### src/rtl/lpm_pkg.sv
package lpm_pkg;
    typedef enum logic [1:0] {
        ST_RUN    = 2'b00,
        ST_SLEEP  = 2'b01,
        ST_STBY   = 2'b10,
        ST_SETTLE = 2'b11
    } lpm_state_t;

    localparam logic [1:0] MODE_RUN   = 2'b00;
    localparam logic [1:0] MODE_SLEEP = 2'b01;
    localparam logic [1:0] MODE_STBY  = 2'b10;
endpackage

### src/rtl/lpm_stop_bank.sv
module lpm_stop_bank #(
    parameter int          NUM_REGS = 4,
    parameter int          REG_W    = 8,
    parameter logic [NUM_REGS*REG_W-1:0] INV_MASK = '0
) (
    input  logic                      clk,
    input  logic                      rst_n,
    input  logic [NUM_REGS-1:0]       wr,
    input  logic [REG_W-1:0]          wdata,
    output logic [NUM_REGS*REG_W-1:0] running
);
    localparam int TOT_W = NUM_REGS * REG_W;

    logic [TOT_W-1:0] stop_q;

    for (genvar k = 0; k < NUM_REGS; k++) begin : g_reg
        localparam int LO = k * REG_W;

        // reset loads the run value: 0 for ordinary bits, 1 for inverted bits
        always_ff @(posedge clk or negedge rst_n) begin
            if (!rst_n) begin
                stop_q[LO +: REG_W] <= INV_MASK[LO +: REG_W];
            end else if (wr[k]) begin
                stop_q[LO +: REG_W] <= wdata;
            end
        end

        assert_hold_R5: assert property (@(posedge clk) disable iff (!rst_n)
            !wr[k] |=> $stable(stop_q[LO +: REG_W]));

        assert_load_R5: assert property (@(posedge clk) disable iff (!rst_n)
            wr[k] |=> stop_q[LO +: REG_W] == $past(wdata));
    end

    // a module runs when its bit differs from the polarity that stops it
    assign running = ~(stop_q ^ INV_MASK);
endmodule

### src/rtl/lpm_seq.sv
module lpm_seq
    import lpm_pkg::*;
#(
    parameter int CNT_W      = 8,
    parameter int SETTLE_DEF = 16
) (
    input  logic             clk,
    input  logic             rst_n,
    input  logic             slp_stb,
    input  logic             stby_sel,
    input  logic             irq,
    input  logic             settle_wr,
    input  logic [CNT_W-1:0] settle_wdata,
    output logic [1:0]       mode_o,
    output logic             cpg_en,
    output logic             cpu_clk_en,
    output logic             dbg_en,
    output logic             self_refresh,
    output logic             periph_gate
);
    localparam logic [CNT_W-1:0] SETTLE_RST = CNT_W'(SETTLE_DEF);

    lpm_state_t       state, nxt;
    logic [CNT_W-1:0] cnt;
    logic [CNT_W-1:0] settle_q;
    logic [CNT_W:0]   settle_eff;
    logic [CNT_W:0]   cnt_inc;
    logic             settle_done;

    assign settle_eff  = (settle_q == '0) ? (CNT_W+1)'(1) : {1'b0, settle_q};
    assign cnt_inc     = {1'b0, cnt} + (CNT_W+1)'(1);
    assign settle_done = (cnt_inc >= settle_eff);

    always_ff @(posedge clk or negedge rst_n) begin
        if (!rst_n) begin
            settle_q <= SETTLE_RST;
        end else if (settle_wr) begin
            settle_q <= settle_wdata;
        end
    end

    always_comb begin
        nxt = state;
        unique case (state)
            ST_RUN: begin
                if (slp_stb) nxt = stby_sel ? ST_STBY : ST_SLEEP;
            end
            ST_SLEEP: begin
                if (irq) nxt = ST_RUN;
            end
            ST_STBY: begin
                if (irq) nxt = ST_SETTLE;
            end
            ST_SETTLE: begin
                if (settle_done) nxt = ST_RUN;
            end
            default: nxt = ST_RUN;
        endcase
    end

    always_ff @(posedge clk or negedge rst_n) begin
        if (!rst_n) begin
            state <= ST_RUN;
            cnt   <= '0;
        end else begin
            state <= nxt;
            cnt   <= (state == ST_SETTLE) ? cnt + 1'b1 : '0;
        end
    end

    always_comb begin
        mode_o       = MODE_RUN;
        cpg_en       = 1'b1;
        cpu_clk_en   = 1'b1;
        dbg_en       = 1'b1;
        self_refresh = 1'b0;
        periph_gate  = 1'b1;
        unique case (state)
            ST_RUN: begin
                mode_o = MODE_RUN;
            end
            ST_SLEEP: begin
                mode_o     = MODE_SLEEP;
                cpu_clk_en = 1'b0;
                dbg_en     = 1'b0;
            end
            ST_STBY: begin
                mode_o       = MODE_STBY;
                cpg_en       = 1'b0;
                cpu_clk_en   = 1'b0;
                dbg_en       = 1'b0;
                self_refresh = 1'b1;
                periph_gate  = 1'b0;
            end
            ST_SETTLE: begin
                mode_o       = MODE_STBY;
                cpu_clk_en   = 1'b0;
                dbg_en       = 1'b0;
                self_refresh = 1'b1;
                periph_gate  = 1'b0;
            end
            default: begin
                mode_o = MODE_RUN;
            end
        endcase
    end

    assert_sleep_entry_R1: assert property (@(posedge clk) disable iff (!rst_n)
        (state == ST_RUN && slp_stb && !stby_sel) |=> state == ST_SLEEP);

    assert_stby_entry_R3: assert property (@(posedge clk) disable iff (!rst_n)
        (state == ST_RUN && slp_stb && stby_sel) |=> state == ST_STBY);

    assert_sleep_wake_R4: assert property (@(posedge clk) disable iff (!rst_n)
        (state == ST_SLEEP && irq) |=> state == ST_RUN);

    assert_stby_wake_R4: assert property (@(posedge clk) disable iff (!rst_n)
        (state == ST_STBY && irq) |=> state == ST_SETTLE);

    assert_sleep_hold_R9: assert property (@(posedge clk) disable iff (!rst_n)
        (state == ST_SLEEP && !irq) |=> state == ST_SLEEP);

    assert_stby_hold_R9: assert property (@(posedge clk) disable iff (!rst_n)
        (state == ST_STBY && !irq) |=> state == ST_STBY);

    assert_settle_wait_R8: assert property (@(posedge clk) disable iff (!rst_n)
        (state == ST_SETTLE && !settle_done && !settle_wr) |=> state == ST_SETTLE);

    assert_settle_count_R8: assert property (@(posedge clk) disable iff (!rst_n)
        (state == ST_SETTLE && !settle_done) |=> cnt == $past(cnt) + 1'b1);
endmodule

### src/rtl/lpm_ctrl.sv
module lpm_ctrl
    import lpm_pkg::*;
#(
    parameter int NUM_REGS   = 4,
    parameter int REG_W      = 8,
    parameter int CNT_W      = 8,
    parameter int SETTLE_DEF = 16,
    parameter logic [NUM_REGS*REG_W-1:0] USB_MASK = 32'h0000_0300
) (
    input  logic                      clk,
    input  logic                      rst_n,
    input  logic                      slp_stb,
    input  logic                      stby_sel,
    input  logic                      irq,
    input  logic [NUM_REGS-1:0]       stop_wr,
    input  logic [REG_W-1:0]          stop_wdata,
    input  logic                      settle_wr,
    input  logic [CNT_W-1:0]          settle_wdata,
    output logic [1:0]                mode_o,
    output logic                      cpg_en,
    output logic                      cpu_clk_en,
    output logic                      dbg_en,
    output logic                      self_refresh,
    output logic [NUM_REGS*REG_W-1:0] periph_en
);
    localparam int TOT_W = NUM_REGS * REG_W;

    logic [TOT_W-1:0] running;
    logic             periph_gate;

    lpm_seq #(
        .CNT_W      (CNT_W),
        .SETTLE_DEF (SETTLE_DEF)
    ) u_seq (
        .clk          (clk),
        .rst_n        (rst_n),
        .slp_stb      (slp_stb),
        .stby_sel     (stby_sel),
        .irq          (irq),
        .settle_wr    (settle_wr),
        .settle_wdata (settle_wdata),
        .mode_o       (mode_o),
        .cpg_en       (cpg_en),
        .cpu_clk_en   (cpu_clk_en),
        .dbg_en       (dbg_en),
        .self_refresh (self_refresh),
        .periph_gate  (periph_gate)
    );

    lpm_stop_bank #(
        .NUM_REGS (NUM_REGS),
        .REG_W    (REG_W),
        .INV_MASK (USB_MASK)
    ) u_stop (
        .clk     (clk),
        .rst_n   (rst_n),
        .wr      (stop_wr),
        .wdata   (stop_wdata),
        .running (running)
    );

    assign periph_en = periph_gate ? running : '0;

    assert_stby_halt_R3: assert property (@(posedge clk) disable iff (!rst_n)
        (mode_o == MODE_STBY) |-> (periph_en == '0 && self_refresh && !cpu_clk_en));

    assert_sleep_mem_R2: assert property (@(posedge clk) disable iff (!rst_n)
        (mode_o == MODE_SLEEP) |-> (cpg_en && !self_refresh && periph_en == running));

    assert_cpu_needs_cpg_R8: assert property (@(posedge clk) disable iff (!rst_n)
        cpu_clk_en |-> cpg_en);
endmodule

### config.mk
export PLATFORM = sky130hd
export DESIGN_NAME = lpm_ctrl
export DESIGN_NICKNAME = d
export VERILOG_FILES = /design/src/rtl/lpm_pkg.sv /design/src/rtl/lpm_stop_bank.sv /design/src/rtl/lpm_seq.sv /design/src/rtl/lpm_ctrl.sv
export SDC_FILE = /design/constraint.sdc
export NUM_CORES = 1
export LEC_CHECK = 0
export BUFFER_PORTS_ARGS = -buffer_cell sky130_fd_sc_hd__buf_2
export CAP_MARGIN = 20
export CORE_MARGIN = 8
export CORE_UTILIZATION = 26
export DETAILED_ROUTE_END_ITERATION = 10
export HOLD_SLACK_MARGIN = 0.05
export MAX_ROUTING_LAYER = met4
export SLEW_MARGIN = 5
export SYNTH_ARGS = -nofsm -noshare
export SYNTH_HDL_FRONTEND = slang
export SYNTH_SLANG_ARGS = --single-unit
### constraint.sdc
create_clock -name clk -period 2.3 [get_ports clk]
set_input_delay 0.345 -clock clk [delete_from_list [all_inputs] [get_ports clk]]
set_output_delay 0.345 -clock clk [all_outputs]
set_load 0.1 [all_outputs]
# Word level (Yosys, flattened, before mapping)
# Cells that the tools add are included.
# word_totals
ff_bits	50
input_bits	26
wordCells	37
# classes
add_sub_neg	2
magnitude_cmp	1
n_eq_ne	7
mux	13
bitwise	2
n_reduce_logical	5
# ops
operator	count
32-bit two-way mux	1
32-bit NOT	1
8-bit two-way mux	2
2-bit two-way mux	5
8-bit by 1-bit adder with 9-bit output (second input constant)	1
9-bit >= comparator	1
8-bit by 1-bit adder with 8-bit output (second input constant)	1
8-bit zero test	1
2-bit case mux with 4 select lines	1
2-bit inequality test (second input constant)	3
2-bit case mux with 3 select lines	1
2-bit == test (second input constant)	2
4-bit AND reduction	1
1-bit two-way mux	3
3-bit OR reduction	1
2-bit by 1-bit == test with 1-bit output (second input constant)	1
2-bit zero test	1
2-bit by 1-bit inequality test with 1-bit output (second input constant)	1
2-bit NOT	1
2-bit OR reduction	1

# Logic depth before layout (Yosys ltp)
# Gate-level depths: netlist of the first run.
# depth
word_depth	5
ltp_mapped	10
mapped_depth_nobuf	10

# Modules after synthesis
# From an unflattened synthesis of the first run, not the netlist that was laid out.
# unflattened
cells_unflattened	240
hier_area_um2	2725.1
# modules_own_cells
mod	instances	cells_per_inst	area_per_inst_um2	seq_area_each_um2
lpm_stop_bank	1	100	1456.4	803.3
lpm_seq	1	105	1013.5	451.7
lpm_ctrl	1	35	255.2	0.0

# Worst setup path after synthesis of the first run
# OpenSTA, ideal clock, no wires.
# synth_path
path_type	register to output
startpoint	register u_seq.state[1]
endpoint	output port dbg_en
t_arrival_ns	2.586
t_required_ns	1.955
setup_slack_ns	-0.631
path_stages_with_launch	5
cell_sequence	dfrtp_1 > buf_2 > buf_1 > nor2_1 > buf_4
# synth_via
elab_chain_cells	3
word_cells_on_any_way	5
cone_classes	eq/ne (3); mux (1); reduce/logical (1)
# synth_lines
element	line	source
start, declared	lpm_seq.sv:23	lpm_state_t state, nxt;
start signal, assigned	lpm_seq.sv:66	state <= nxt;
2-bit by 1-bit == test with 1-bit output / 2-bit == test (equally long branches)	--	
3-bit OR reduction (no line) *	--	
1-bit two-way mux *	--	
end, declared	lpm_ctrl.sv:22	output logic dbg_en,
# Every way passes the cells marked *; elsewhere a longest branch is shown, timed or not.

# Final worst setup path of the first run
# layout_path
startpoint	register u_seq.cnt[1]
endpoint	register u_seq.state[1]
# layout_via
elab_chain_cells	4
# layout_lines
element	line	source
start, declared	lpm_seq.sv:24	logic [CNT_W-1:0] cnt;
start signal, assigned	lpm_seq.sv:67	cnt <= (state == ST_SETTLE) ? cnt + 1'b1 : '0;
8-bit by 1-bit adder with 9-bit output	lpm_seq.sv:31	assign cnt_inc = {1'b0, cnt} + (CNT_W+1)'(1);
9-bit >= comparator	lpm_seq.sv:32	assign settle_done = (cnt_inc >= settle_eff);
2-bit by 1-bit inequality test with 1-bit output (no line)	--	
4-bit AND reduction (no line)	--	
# Every way passes these cells.
# A chain may end at the register's enable or synchronous reset.

==> impl_metrics.yaml, run 1 <==
sta:
  setup_violations: 0
  worst_slack_ns: 0.07549
  relSlewSlack_pct: 39.95
  slew_viol_final: 0
  worstMarginPinSlew_ns: 0.9007
  finalHoldViolCount: 0
  min_period_over_period_pct: 96.72
  rsz0062_at_grt: "true"
  fin_skew_ns: 0.004738
  fmax_mhz: 449.5
  fin_crit_ns: 2.225
floorplanning:
  core_um2: 8678
  io_pins: 64
  row_count: 34
  start_util_pct: 26.69
  die_x_um: 110.4
  die_height_um: 110.4
  die_area_um2: 12180
flow_run:
  cap_violations: 0
synth:
  synth_top_area_cell: "dfrtp_1"
  syn_nets: 244
  syn_area_per_cell_um2: 11.08
  synth_seq_cells: 50
  yosys_warnings: 0
  yosys.cell_types.count: 29
  synth.area.top_cells: "dfrtp_1 51%, mux2_2 17%, nor2_1 5.7%"
  syn-instance-count: 209
  synth.top_cell.area_share_pct: 50.78
  netlist_area_um2: 2316
  seq_area_frac_synth_pct: 54.19
drt:
  num_vias: 1725
  vias_per_cell: 4.504
  dr.pass1.iters: 4
  wirelength_um: 5783
  drt-initial-drc-count: 42
  wl_per_cell_um: 15.10
  antenna_violating_nets_post_route: 0
  drcViolationCount: 0
finish:
  area_growth_pct: 30.20
  fin_nets: 309
  fin_area_um2: 3015
  final_cell_count_no_fill: 383
  drive_gt1_share_pct: 45.45
  diodes: 0
  fill_cells: 927
  post-route-util_pct: 34.75
global_route:
  grt_pass1_vias: 1786
  overflow: 0
  grt_pass1_wl_um: 8838
  grt_antenna_before_repair: 0
  grt_max_degree: 40
  track_usage_pct: 9.605
hold_path:
  hold_class: "in2async"
place:
  port_buffers: 63
  dpl.hpwl_um: 4257
  gp_congestion: 0.7969
  place_ws_ns: 0.01324
  place_inst: 372
  place_area_um2: 2781
critical_path:
  r2r_setup_slack_ns: 0.08
  required_ns: 2.52
  r2r_end: "u_seq.state[1]"
  r2r-start: "u_seq.cnt[1]"
  arrival_ns: 2.45
  path_max_fanout: 3
  reg2reg_depth: 10
  endpoint: "u_seq.state[1]"
  critPathCaptureType: "flip-flop"
  start_kind: "flip-flop"
  critPathLaunch: "u_seq.cnt[1]"
  worst-setup-path-type: "reg2reg"
clock_tree:
  cts_root_buffer: "clkbuf_8"
  clockBufferDepth: 2
  cts.sink_count: 50
  clk_latency_ns: 0.29
  clk_pin_slew_worst_paths_ns: 0.09
  cts_tree: "built"
  cts_max_level: 2
  cts_buffers: 5
status:
  outcome: "completed"
[registers in the layout, summed over array words and instances, names as in the netlist]
| signal | cells |
|---|---|
| u_stop.stop_q | 32 |
| u_seq.cnt | 8 |
| u_seq.settle_q | 8 |
| u_seq.state | 2 |
[worst min path at each step]
stage | slack [ns] | endpoint | from | depth (start not counted)
after global placement | 0.49 | u_stop.stop_q[29] | u_stop.stop_q[29] | 1
final | 0.17 | u_seq.settle_q[5] | rst_n | 1
after CTS | 0.19 | u_seq.settle_q[5] | rst_n | 1
after floorplan | 0.05 | u_seq.cnt[0] | rst_n | 0
after global routing | 0.23 | u_seq.settle_q[5] | rst_n | 1
after detailed placement | 0.50 | u_stop.stop_q[21] | u_stop.stop_q[21] | 1
[worst max-delay path, stage by stage (launching register included)]
cell and delay, ns:
dfrtp_1 0.45, ha_4 0.18, nand3_4 0.08, nor2_4 0.11, xor2_1 0.18, ha_1 0.27
a21o_1 0.19, a211o_1 0.26, a31oi_1 0.14, nand3_1 0.12, a31oi_1 0.17
[placed cells by master (no fill, tap or decap), types with 3 or more instances in the layout]
cell and instances:
buf_2 61, dfrtp_1 47, mux2_2 34, nor2_1 32
nand2_1 12, inv_1 9, o21ai_0 9, ha_1 8
nor2b_1 7, buf_4 7, clkbuf_8 6, nand3_1 3
xnor2_1 3, and2b_1 3, a21oi_1 3, dfstp_2 3
[final cells by class]
type / count / area (um2) / share of cell area [%]
Tap cell: 108 / 135.1 / 4.481
Sequential cell: 50 / 1255 / 41.62
Multi-Input combinational cell: 137 / 1040 / 34.48
Timing Repair Buffer: 71 / 409.1 / 13.57
Clock buffer: 6 / 82.58 / 2.739
Inverter: 9 / 33.78 / 1.120
Clock inverter: 2 / 60.06 / 1.992
[routing by layer]
layer | share of wire (%) | track usage, % | wire length [um]
met3 | 4.6 | 1.860 | 264
met4 | 2.7 | 5.043 | 159
met1 | 45 | 12.04 | 2624
met5 | 0 | - | 0
met2 | 47 | 14.38 | 2735
[what timing repair did]
action | in CTS | in global routing
hold buffers | 0 | 0
buffers inserted | 0 | 3
gates cloned | 0 | 0
gates resized for setup | 1 | 12
pin swaps | 0 | 11
endpoints found under the setup margin | 1 | 2
[cell families after synthesis]
logic type                 Yosys count  synth area share, %
muxes                               34                16.53
xor gates and xnor gates             6                2.269
buffers and inverters               22                3.836
adders and majority gates            9                4.862
DFF                                 50                54.19
AOI/OAI and AO/OA                   18                4.592
and+or+nand+nor                     70                13.72
[through the flow]
stage	setup TNS, ns	hold WS, ns
global route	-0.07356	0.2271
detailed placement	0	0.4965
finish	0	0.1713
floorplan	-3.851	0.04941
global placement	0	0.4908
CTS	0	0.1926
[cell usage after synthesis]
cell and count:
buf_1 3, and3_1 3, o21ai_0 9, a41o_1 1, a31oi_1 2, and2b_1 3
clkbuf_1 7, nor2_1 35, buf_2 2, o21a_1 1, mux2_2 34, nand2_2 1
a211o_1 1, and2_1 1, buf_4 1, xor2_1 3, nor4_1 1, nand3_1 5
nand4_1 1, a21oi_1 3, ha_1 9, dfstp_2 3, xnor2_1 3, nand2_1 12
inv_1 9, nand2b_1 1, nor2b_1 7, dfrtp_1 47, a21o_1 1
Power of run 1 is left out: the tool's default activity adds up to more than one toggle a clock period on the data nets, which glitch-free logic cannot reach.
==> inputs of run 2 (changes only) <==
--- a/config.mk
+++ b/config.mk
@@ -7,7 +7,7 @@
 export LEC_CHECK = 0
 export BUFFER_PORTS_ARGS = -buffer_cell sky130_fd_sc_hd__buf_2
 export CAP_MARGIN = 20
-export CORE_MARGIN = 8
+export CORE_ASPECT_RATIO = 1.5
 export CORE_UTILIZATION = 26
 export DETAILED_ROUTE_END_ITERATION = 10
 export HOLD_SLACK_MARGIN = 0.05
@@ -15,4 +15,5 @@
 export SLEW_MARGIN = 5
 export SYNTH_ARGS = -nofsm -noshare
 export SYNTH_HDL_FRONTEND = slang
+export SYNTH_HIERARCHICAL = 1
 export SYNTH_SLANG_ARGS = --single-unit
==> impl_metrics.yaml, run 2 <==
global_route:
  overflow: 0
  grt_pass1_vias: 1811
  grt_antenna_before_repair: 0
  grt_max_degree: 41
  grt_pass1_wl_um: 8638
  track_usage_pct: 10.44
floorplanning:
  die_height_um: 127.4
  io_pins: 64
  die_x_um: 85.59
  start_util_pct: 26.89
  row_count: 45
  core_um2: 10130
  die_area_um2: 10900
finish:
  final-seq-area_um2: 1255
  reg_top3: "u_stop/stop_q x32, u_seq/cnt x8, u_seq/settle_q x8"
  drive_gt1_share_pct: 52.16
  layout_commonest_cell: "dfrtp_1"
  multi_input_area_um2: 1239
  area_growth_pct: 39.21
  fin_nets: 335
  diodes: 0
  largest_reg_flops: 32
  fin_area_um2: 3794
  layout_common_cells: "47 x dfrtp_1, 40 x inv_1, 32 x and2_2, 32 x buf_12, 32 x mux2_4"
  fill_cells: 970
  regMostFlops: "u_stop/stop_q"
clock_tree:
  cts_tree: "built"
  cts_max_level: 2
  clk_pin_slew_worst_paths_ns: 0.07
  clockBufferDepth: 2
  cts_root_buffer: "clkbuf_16"
  cts_buffers: 5
  postCtsHoldBufs: 0
  cts.sink_count: 50
  clk_latency_ns: 0.29
critical_path:
  critPathCaptureType: "flip-flop"
  required_ns: 2.48
  worst-setup-path-type: "reg2reg"
  arrival_ns: 2.36
  path_max_fanout: 4
  start_kind: "flip-flop"
  r2r_setup_slack_ns: 0.12
synth:
  synth.top_cell.area_share_pct: 43.16
  synth_edf_count: 0
  synth_seq_cells: 50
  yosys.cell_types.count: 32
  ys_async_sr_fraction_pct: 100.0
  synth_top_area_cell: "dfrtp_1"
  seq_area_frac_synth_pct: 46.05
  syn_area_per_cell_um2: 11.35
  synthTopCellsByCount: "47 x dfrtp_1, 40 x inv_1, 32 x and2_2, 32 x mux2_4, 13 x o21ai_0"
  netlist_area_um2: 2725
  syn-instance-count: 240
  syn_nets: 275
  yosys_warnings: 6
  synth.area.top_cells: "dfrtp_1 43%, mux2_4 18%, and2_2 8.8%"
  ys_dominant_reg_cell: "dfrtp_1"
  synth.most_common_cell: "dfrtp_1"
pwr:
  p_total_mw: 5.149
  p_leak_nw: 1.976
  vdd_drop_max_uv: 844.0
  pwr_density_cell_nw_per_um2: 1357
sta:
  fin_crit_ns: 2.181
  fmax_mhz: 458.4
  fin_skew_ns: 0.005064
  worstMarginPinSlew_ns: 0.8657
  finalHoldViolCount: 0
  fin_tns_setup_ns: 0
  relSlewSlack_pct: 42.29
  min_period_over_period_pct: 94.84
  slew_viol_final: 0
  setup_violations: 0
drt:
  drt-initial-drc-count: 38
  dr.pass1.iters: 4
  drcViolationCount: 0
  wirelength_um: 5274
  antenna_violating_nets_post_route: 0
  wl_per_cell_um: 12.62
  num_vias: 1793
  vias_per_cell: 4.289
place:
  port_buffers: 63
  place_area_um2: 3591
  gp_congestion: 0.7672
  dpl.hpwl_um: 4041
status:
  outcome: "completed"
flow_run:
  cap_violations: 0
hold_path:
  hold_class: "in2async"
-- run 2: final cells by class --
| cell class | instances | share of cell area (%) |
|---|---|---|
| tap | 117 | 3.859 |
| sequential | 50 | 33.08 |
| inverter | 40 | 3.958 |
| clock buffer | 6 | 3.661 |
| multi-input combinational | 136 | 32.65 |
| timing repair buffer | 67 | 21.77 |
| clock inverter | 2 | 1.022 |
-- run 2: critical path: stages, from the launching register on --
cell	delay, ns
dfrtp_1	0.40
ha_2	0.21
nand3_1	0.11
nor2_2	0.14
xor2_1	0.21
ha_1	0.27
and3_1	0.17
o21ai_1	0.08
o21ai_1	0.11
a2111oi_2	0.37
-- run 2: metal layers --
| metal | GRT usage (%) | wire (um) |
|---|---|---|
| met1 | 11.79 | 2221 |
| met2 | 17.88 | 2770 |
| met3 | 2.326 | 204 |
| met4 | 4.020 | 78 |
| met5 | - | 0 |
-- run 2: final timing paths --
kind,start,endpoint,cells past startpoint
worst max-delay path,u_seq/cnt[0],u_seq/state[1],9
worst max register to register,u_seq/cnt[0],u_seq/state[1],9
max in group asynchronous,rst_n,u_stop/stop_q[11],2
min in group clk,settle_wdata[3],u_seq/settle_q[3],3
worst min-delay path,rst_n,u_stop/stop_q[3],1
worst min register to register,u_stop/stop_q[30],u_stop/stop_q[30],1
-- run 2: cells by family (layout without fill, tap and decap cells) --
kind of cell    count (synthesis)  count (layout)  share of synthesized area [%]
compound gates                 21              21                          4.821
buf+inv                        54             115                          9.228
flops                          50              50                          46.05
fa+ha+maj                       9               9                          4.132
mux                            33              33                          18.04
xor+xnor                        6               6                          1.928
simple gates                   67              67                          15.79
-- run 2: power by group --
group	internal [mW]	switching (mW)	total, mW
combinational	1.03	2.20	3.24
clock	0.547	0.320	0.866
sequential	0.976	0.0680	1.04
-- run 2: what timing repair did --
item                                    CTS  global route
hold endpoints to repair                  0             0
endpoints found under the setup margin    1             2
pin swaps                                 0             6
resized for setup                         1             5
setup buffers                             0             1
-- run 2: stage by stage --
stage	utilization, %	instances	hold slack, ns	setup slack [ns]
2_1_floorplan	-	240	0.04941	0.1762
3_3_place_gp	35.43	409	0.4688	0.1392
3_5_place_dp	35.43	409	0.4979	-0.008801
4_1_cts	37.23	417	0.2066	0.003203
5_1_grt	37.43	418	0.2478	-0.01456
6_report	37.43	418	0.1651	0.1186
(Power assumes the default switching activity.)
